`src/rtl/cag_pkg.sv`:
```
package cag_pkg;

    typedef enum logic [1:0] {
        CAG_STORED = 2'd0,
        CAG_STREAM = 2'd1,
        CAG_COEF   = 2'd2,
        CAG_RESULT = 2'd3
    } cag_mode_e;

    typedef struct packed {
        logic inner_end;
        logic outer_end;
        logic walk_end;
    } cag_loop_t;

endpackage

```
`src/rtl/cag_loop_ctrl.sv`:
```
module cag_loop_ctrl
    import cag_pkg::*;
#(
    parameter int CW = 16
) (
    input  logic          clk,
    input  logic          rst,
    input  logic          en,
    input  cag_mode_e     mode,
    input  logic [CW-1:0] len_n,
    input  logic [CW-1:0] len_m,
    output logic [CW-1:0] inner_nxt,
    output logic [CW-1:0] outer_nxt,
    output cag_loop_t     flags
);
    localparam int EW = CW + 1;

    logic [CW-1:0] inner_q, outer_q;
    logic [CW-1:0] inner_lim;
    logic [EW-1:0] outer_lim;

    always_comb begin
        if (mode == CAG_STREAM) begin
            inner_lim = len_n - CW'(1);
            outer_lim = {1'b0, len_n} - EW'(1);
        end else begin
            inner_lim = len_m - CW'(1);
            outer_lim = {1'b0, len_n} + {1'b0, len_m} - EW'(2);
        end
    end

    always_comb begin
        flags.inner_end = (inner_q == inner_lim);
        flags.outer_end = ({1'b0, outer_q} == outer_lim);
        flags.walk_end  = flags.inner_end & flags.outer_end;
    end

    always_comb begin
        if (flags.walk_end) begin
            inner_nxt = '0;
            outer_nxt = '0;
        end else if (flags.inner_end) begin
            inner_nxt = '0;
            outer_nxt = outer_q + CW'(1);
        end else begin
            inner_nxt = inner_q + CW'(1);
            outer_nxt = outer_q;
        end
    end

    always_ff @(posedge clk) begin
        if (rst) begin
            inner_q <= '0;
            outer_q <= '0;
        end else if (en) begin
            inner_q <= inner_nxt;
            outer_q <= outer_nxt;
        end
    end

endmodule

```
`src/rtl/cag_corr_sel.sv`:
```
module cag_corr_sel
    import cag_pkg::*;
#(
    parameter int CW = 16
) (
    input  cag_mode_e     mode,
    input  logic [CW-1:0] len_n,
    input  logic [CW-1:0] len_m,
    input  logic [CW-1:0] off_q,
    input  logic [CW-1:0] inner_nxt,
    input  logic [CW-1:0] outer_nxt,
    input  cag_loop_t     flags,
    output logic [CW:0]   opnd,
    output logic [CW:0]   corr,
    output logic          sub
);
    localparam int EW = CW + 1;

    logic [EW-1:0] win_sum;
    logic [EW-1:0] off_ext;

    assign win_sum = {1'b0, inner_nxt} + {1'b0, outer_nxt};
    assign off_ext = {1'b0, off_q};

    always_comb begin
        opnd = off_ext;
        corr = EW'(1);
        sub  = 1'b0;
        if (mode == CAG_STREAM) begin
            opnd = win_sum;
            if (win_sum >= {1'b0, len_n}) begin
                corr = {1'b0, len_n};
                sub  = 1'b1;
            end else begin
                corr = '0;
            end
        end else if (flags.walk_end) begin
            corr = off_ext;
            sub  = 1'b1;
        end else begin
            unique case (mode)
                CAG_COEF: begin
                    if (flags.inner_end) begin
                        corr = {1'b0, len_m} - EW'(1);
                        sub  = 1'b1;
                    end
                end
                CAG_RESULT: begin
                    corr = flags.inner_end ? EW'(1) : '0;
                end
                default: begin
                    if (flags.inner_end && len_m >= CW'(2)) begin
                        corr = {1'b0, len_m} - EW'(2);
                        sub  = 1'b1;
                    end
                end
            endcase
        end
    end

endmodule

```
`src/rtl/cag_addsub.sv`:
```
module cag_addsub #(
    parameter int W = 17
) (
    input  logic [W-1:0] a,
    input  logic [W-1:0] b,
    input  logic         sub,
    output logic [W-1:0] y
);
    assign y = sub ? (a - b) : (a + b);
endmodule

```
`src/rtl/conv_addr_gen.sv`:
```
module conv_addr_gen
    import cag_pkg::*;
#(
    parameter int AW = 16,
    parameter int CW = 16
) (
    input  logic          clk,
    input  logic          rst,
    input  logic          en,
    input  logic [1:0]    mode,
    input  logic [CW-1:0] len_n,
    input  logic [CW-1:0] len_m,
    input  logic [AW-1:0] base,
    output logic [AW-1:0] addr,
    output logic          valid,
    output logic          done
);
    localparam int EW = CW + 1;

    cag_mode_e     mode_e;
    cag_loop_t     flags;
    logic [CW-1:0] inner_nxt, outer_nxt;
    logic [CW-1:0] off_q;
    logic [EW-1:0] opnd, corr, sum;
    logic          sub;
    logic          done_q;

    assign mode_e = cag_mode_e'(mode);

    cag_loop_ctrl #(.CW(CW)) u_loop (
        .clk       (clk),
        .rst       (rst),
        .en        (en),
        .mode      (mode_e),
        .len_n     (len_n),
        .len_m     (len_m),
        .inner_nxt (inner_nxt),
        .outer_nxt (outer_nxt),
        .flags     (flags)
    );

    cag_corr_sel #(.CW(CW)) u_corr (
        .mode      (mode_e),
        .len_n     (len_n),
        .len_m     (len_m),
        .off_q     (off_q),
        .inner_nxt (inner_nxt),
        .outer_nxt (outer_nxt),
        .flags     (flags),
        .opnd      (opnd),
        .corr      (corr),
        .sub       (sub)
    );

    cag_addsub #(.W(EW)) u_add (
        .a   (opnd),
        .b   (corr),
        .sub (sub),
        .y   (sum)
    );

    always_ff @(posedge clk) begin
        if (rst) begin
            off_q  <= '0;
            done_q <= 1'b0;
        end else begin
            done_q <= en & flags.walk_end;
            if (en) begin
                off_q <= sum[CW-1:0];
            end
        end
    end

    assign addr  = base + AW'(off_q);
    assign valid = en;
    assign done  = done_q;

endmodule

```
`config.mk`:
```
export PLATFORM = sky130hd
export DESIGN_NAME = conv_addr_gen
export DESIGN_NICKNAME = d
export VERILOG_FILES = /design/src/rtl/cag_pkg.sv /design/src/rtl/cag_loop_ctrl.sv /design/src/rtl/cag_corr_sel.sv /design/src/rtl/cag_addsub.sv /design/src/rtl/conv_addr_gen.sv
export SDC_FILE = /design/constraint.sdc
export NUM_CORES = 1
export LEC_CHECK = 0
export BUFFER_PORTS_ARGS = -buffer_cell sky130_fd_sc_hd__buf_2
export CORE_AREA = 2 2 124 126
export DETAILED_ROUTE_END_ITERATION = 8
export DIE_AREA = 0 0 126 128
export PLACE_DENSITY = 0.88
export SLEW_MARGIN = 0
export SYNTH_ARGS = -nofsm -noshare
export SYNTH_HDL_FRONTEND = slang
export SYNTH_SLANG_ARGS = --single-unit
```
`constraint.sdc`:
```
create_clock -name clk -period 16.42 [get_ports clk]
set_clock_uncertainty 0.15 [all_clocks]
set_input_delay 3.284 -clock clk [delete_from_list [all_inputs] [get_ports clk]]
set_output_delay 3.284 -clock clk [all_outputs]
set_load 0.05 [all_outputs]
```
Word level (Yosys, flattened, before mapping)
Cells that the tools add are included.
{"block": "totals", "romBits": 0, "register_bits": 49, "inputBits": 53, "n_memories": 0, "wordCells": 48, "out_inout_bits": 18, "ramBits": 0, "latch_bits": 0}
{"block": "classes", "n_bitwise": 2, "n_reduce_logical": 1, "muxes": 21, "n_mul": 0, "div_mod_pow": 0, "n_shift": 0, "addsub": 13, "order_cmp": 2, "eq_ne": 5}
{"operator": "16-bit 2-to-1 mux", "n": 12}
{"operator": "16-bit by 1-bit subtractor with 16-bit output (second input constant)", "n": 3}
{"operator": "16-bit by 16-bit adder with 17-bit output", "n": 2}
{"operator": "16-bit by 1-bit adder with 16-bit output (second input constant)", "n": 2}
{"operator": "16-bit adder", "n": 2}
{"operator": "16-bit case mux with 2 select lines", "n": 1}
{"operator": "16-bit by 17-bit == test with 1-bit output", "n": 1}
{"operator": "17-bit by 16-bit >= comparator with 1-bit output", "n": 1}
{"operator": "17-bit 2-to-1 mux", "n": 1}
{"operator": "16-bit by 1-bit subtractor with 17-bit output (second input constant)", "n": 1}
{"operator": "17-bit by 2-bit subtractor with 17-bit output (second input constant)", "n": 1}
{"operator": "16-bit == test", "n": 1}
{"operator": "16-bit by 2-bit >= comparator with 1-bit output (second input constant)", "n": 1}
{"operator": "16-bit subtractor", "n": 1}
{"operator": "16-bit by 2-bit subtractor with 16-bit output (second input constant)", "n": 1}
{"operator": "1-bit 2-to-1 mux", "n": 6}
{"operator": "2-bit == test (second input constant)", "n": 2}
{"operator": "1-bit bitwise AND", "n": 2}
{"operator": "2-bit by 1-bit == test with 1-bit output (second input constant)", "n": 1}
{"operator": "1-bit case mux with 2 select lines", "n": 1}
{"operator": "1-bit logical AND", "n": 1}

Depth between registers and ports, before layout
{"block": "depth", "ltp_word": 12, "ltp_mapped": 55, "ltp_nobuf": 53}

Cells and area by module
A second synthesis with hierarchy kept.
{"block": "hier_totals", "cells_unflattened": 1341, "hier_area_um2": 9591.7}
{"module": "cag_loop_ctrl", "n_inst": 1, "area_each_um2": 4878.4, "cells_per_inst": 686}
{"module": "cag_corr_sel", "n_inst": 1, "area_each_um2": 2185.8, "cells_per_inst": 338}
{"module": "conv_addr_gen", "n_inst": 1, "area_each_um2": 1398.8, "cells_per_inst": 160}
{"module": "cag_addsub", "n_inst": 1, "area_each_um2": 1128.6, "cells_per_inst": 157}

Worst setup path before layout
OpenSTA, ideal clock, no wires.
{"block": "synth_timing", "kind": "in2reg", "from": "in len_m[6]", "to": "reg off_q[14]", "t_arrival_ns": 13.375, "setup_slack_ns": 2.788, "n_path_buf": 5, "path_stages": 50, "required_time_ns": 16.164, "cell_sequence": "clkbuf_1 inv_1 ha_1 inv_1 ha_1 clkbuf_1 o2111ai_1 a211oi_1 and3b_1 mux2_2 or4b_1 or4_1 buf_2 nor3_4 o21ai_0 ha_1 a21o_1 a21oi_1 (+14 left out) clkbuf_1 a21oi_1 ha_1 nor2b_1 a211oi_1 ha_1 a21o_1 a21oi_1 o21ai_0 a21oi_1 o21bai_1 a21oi_1 o21bai_1 a21oi_1 o21bai_1 a21oi_1 o21ai_0 o311ai_0"}
{"block": "synth_between", "elab_chain_cells": 12, "elab_cells_between_ends": 35, "cone_classes": "add/sub: 8; order compare: 2; eq/ne: 2; mux: 21; bitwise: 1; reduce/logical: 1"}
{"element": "from (decl)", "line": "conv_addr_gen.sv:12", "rtl": "input logic [CW-1:0] len_m,"}
{"element": "16-bit by 16-bit adder with 17-bit output", "line": "cag_loop_ctrl.sv:28", "rtl": "outer_lim = {1'b0, len_n} + {1'b0, len_m} - EW'(2);"}
{"element": "17-bit by 2-bit subtractor with 17-bit output", "line": "cag_loop_ctrl.sv:28"}
{"element": "17-bit 2-to-1 mux", "line": "cag_loop_ctrl.sv:23", "rtl": "if (mode == CAG_STREAM) begin"}
{"element": "16-bit by 17-bit == test with 1-bit output", "line": "cag_loop_ctrl.sv:34", "rtl": "flags.outer_end = ({1'b0, outer_q} == outer_lim);"}
{"element": "1-bit bitwise AND", "line": "cag_loop_ctrl.sv:35", "rtl": "flags.walk_end = flags.inner_end & flags.outer_end;"}
{"element": "16-bit 2-to-1 mux *", "line": "cag_loop_ctrl.sv:39", "rtl": "if (flags.walk_end) begin"}
{"element": "via outer_nxt[1]", "line": "conv_addr_gen.sv:22", "rtl": "logic [CW-1:0] inner_nxt, outer_nxt;"}
{"element": "16-bit by 16-bit adder with 17-bit output *", "line": "cag_corr_sel.sv:22", "rtl": "assign win_sum = {1'b0, inner_nxt} + {1'b0, outer_nxt};"}
{"element": "17-bit by 16-bit >= comparator with 1-bit output", "line": "cag_corr_sel.sv:31", "rtl": "if (win_sum >= {1'b0, len_n}) begin"}
{"element": "16-bit 2-to-1 mux", "line": "cag_corr_sel.sv:31"}
{"element": "16-bit 2-to-1 mux", "line": "cag_corr_sel.sv:29", "rtl": "if (mode == CAG_STREAM) begin"}
{"element": "16-bit adder or 16-bit subtractor (tied branches)", "line": "cag_addsub.sv:9", "rtl": "assign y = sub ? (a - b) : (a + b);"}
{"element": "16-bit 2-to-1 mux *", "line": "cag_addsub.sv:9"}
{"element": "to (signal assigned)", "line": "conv_addr_gen.sv:69", "rtl": "off_q <= sum[CW-1:0];"}
{"element": "to (decl)", "line": "conv_addr_gen.sv:23", "rtl": "logic [CW-1:0] off_q;"}
Mark *: on every way through the listed nets, which the timed path passes. The rest lies on a longest branch.
A chain may end at the register's enable or synchronous reset.

Final worst setup path
{"block": "layout_timing", "from": "in len_m[1]", "to": "reg off_q[15]"}
The elaborated chain is that of the path after synthesis.

==> results.yml <==
run_status:
  run_status: "finished clean"
clock_tree:
  clock_latency_ns: 0.30
  clk_pin_slew_worst_paths_ns: 0.07
  cts_resized: 0
  htreeDepth: 2
  cts_sinks: 49
  cts_setup_buffers: 0
  cts_tree: "done"
  clk_path_buf_depth: 2
  cts_root_buf: "clkbuf_16"
  holdBufCountCts: 0
  cts_buffers: 5
die:
  die_h_um: 128
  rows: 45
  ios: 71
  die_x_um: 126
  die_area_sq_um: 16100
  initial_utilization: 0.619
  core_sq_um: 14900
timing:
  period_share: 0.933
  worst_slew_pin_slew_ns: 1.05
  maxSlewViolCount: 0
  rsz0062_at_grt: "false"
  fin_crit_ns: 15.32
  tns_ns: 0
  maxSlewHeadroom: 0.291
  timing.fmax_mhz: 65.3
  hold_violations: 0
  setup_viol: 0
critical_path:
  cpPeakStageDelay_ns: 0.70
  crit_path_start_kind: "input port"
  cp.required_ns: 16.48
  endpoint_kind: "register"
  slowest_stage: "a311oi_1"
  cp.arrival_ns: 15.37
  worst-path-max-fanout: 21
  critPathKind: "input port to register"
route:
  vias_per_cell: 6.69
  post_drt_wl_per_cell_um: 21.8
  vias: 10183
  dr.first_iter.drc_count: 1183
  drtAntennaViolNets: 0
  drc: 0
  drt_pass1_iterations: 7
  drt-total-wl_mm: 33.2
yosys:
  synth-xor-area-share: 0.105
  yosysWarnings: 0
  synthAdderAreaFrac: 0.145
  async_flop_share: 0
  syn-cell-area_sq_um: 9210
  ys.flop_type: "dfxtp_1"
  ys_ff_latch: 49
  synth_nets: 1473
  yosysSeqAreaShare: 0.107
  synth_top_family_by_area: "simple AND/OR/NAND/NOR gates"
  yosysUniqueCellTypes: 82
  synth_simple_gate_area_frac: 0.286
  synth_compound_area_frac: 0.223
  muxShareOfSynthArea: 0.0605
  synth_edf_count: 0
  syn_avg_cell_area_sq_um: 7.00
  synth_cells: 1316
grt:
  grt_use_total: 0.400
  grt_antenna_before_repair: 1
  grt_max_degree: 60
  grt_pass1_wl_mm: 51.0
  grt_pass1_vias: 9278
  grt_overflow: 0
power_and_ir_drop:
  totalPowerFinal_mw: 0.600
  p_leak_nw: 4.39
  powerDensity_nw_per_um2: 61.3
  ir_worst_vdd_uv: 104
layout:
  areaGrowthSynthToFinish_pct: 6.21
  antenna_cells: 0
  post-route-util: 0.658
  final_nets: 1490
  final_layout_size_suffix_gt1_frac: 0.0855
hold_path:
  hold_class: "register to register"
placement:
  numPortBuffers: 70
  place_congestion: 1.03
  dp.final_hpwl_mm: 26.8
run:
  max_cap_viol_count: 0
[worst paths after layout]
kind              cells past startpoint                endpoint                             from  slack (ns)
hold / removal                        2   off_q[0]$_SDFFE_PP0P_            off_q[0]$_SDFFE_PP0P_        0.38
setup / recovery                     48  off_q[15]$_SDFFE_PP0P_                         len_m[1]        1.10
hold reg to reg                       2   off_q[0]$_SDFFE_PP0P_            off_q[0]$_SDFFE_PP0P_        0.38
setup reg to reg                     41  off_q[15]$_SDFFE_PP0P_  u_loop.outer_q[11]$_SDFFE_PP0P_        4.73
[where the power goes]
group | internal, mW | total (mW) | switching, mW | leakage, nW
registers | 0.126 | 0.140 | 0.0142 | 0.399
clock network | 0.0762 | 0.122 | 0.0455 | 0.0841
logic | 0.118 | 0.338 | 0.220 | 3.90
total | 0.320 | 0.600 | 0.280 | 4.39
[synth_stat cells (all sizes together) (5+ instances only)]
cell	instances	share of area
o211ai	16	0.013
o21ai	68	0.037
o2111ai	8	0.0076
nor2b	25	0.017
nor4b	10	0.011
a221oi	11	0.010
a21oi	75	0.041
ha	100	0.14
o22ai	6	0.0041
nand4	20	0.014
or4	14	0.012
nand2b	16	0.011
mux2i	50	0.054
or2	8	0.0054
a21o	13	0.011
a31oi	8	0.0054
buf	16	0.0083
a211oi	23	0.019
o31ai	5	0.0041
clkbuf	53	0.022
nand3	33	0.018
or3	13	0.0088
o21a	11	0.0090
nor2	140	0.057
and4	6	0.0057
xor2	33	0.031
nor4	20	0.015
dfxtp	49	0.11
a311oi	6	0.0057
xnor2	70	0.067
nor3b	6	0.0049
a21boi	8	0.0065
and3	15	0.010
nand3b	6	0.0049
nand2	130	0.053
nor3	33	0.019
or4b	5	0.0054
inv	107	0.044
and2	9	0.0064
a2111oi	6	0.0058
mux2	5	0.0061
[metrics by stage]
step / instances / hold WS [ns] / cell area, sq um / worst slack [ns]
finish: 1522 / 0.378 / 9780 / 1.10
global route: 1522 / 0.420 / 9780 / 0.0616
CTS: 1522 / 0.369 / 9780 / 1.39
detailed placement: 1514 / 0.357 / 9610 / 1.13
global placement: 1514 / 0.346 / 9610 / 1.44
floorplan: 1316 / 0.322 / 9210 / 2.79
[per-layer routing]
metal,track usage,part of all wire,vias to the layer above,wire length [um]
li1,-,-,4777,-
met1,0.535,0.41,4664,13600
met2,0.630,0.43,620,14300
met3,0.0726,0.11,122,3590
met4,0.176,0.051,0,1680
met5,0,0,-,0
[registers in the layout (all words and copies together) (netlist names)]
register and count:
u_loop.outer_q 16, done 1, u_loop.inner_q 16, off_q 16
[critical path, delay by kind of cell]
kind	cells	cell delay, ns
buf+inv	5	0.65
fa+ha+maj	6	1.82
xor+xnor	1	0.14
compound gates	27	6.56
simple gates	9	2.87
[cell type report]
cell class                      instances  area [sq um]
Sequential cell                        49           981
Fill cell                            1349          5090
Timing Repair Buffer                   79           418
Tap cell                              188           235
Inverter                              107           402
Clock inverter                          1          30.0
Multi-Input combinational cell       1091          7570
Clock buffer                            7           143
[placed cells by master (no fill, tap or decap), drive strengths merged, types with 25 or more instances in the layout]
| master | instances |
|---|---|
| dfxtp | 49 |
| nor3 | 33 |
| inv | 107 |
| a21oi | 75 |
| nor2 | 140 |
| ha | 100 |
| xor2 | 33 |
| xnor2 | 70 |
| nand2 | 130 |
| buf | 79 |
| nor2b | 25 |
| mux2i | 50 |
| o21ai | 68 |
| nand3 | 33 |
[cell families (layout without fill, tap and decap cells)]
family	Yosys count	count (layout)
flops	49	49
simple gates	517	517
fa+ha+maj	104	104
mux	55	55
xor+xnor	106	106
compound gates	309	309
buf+inv	176	194
Power figures use the tool's default switching activity.
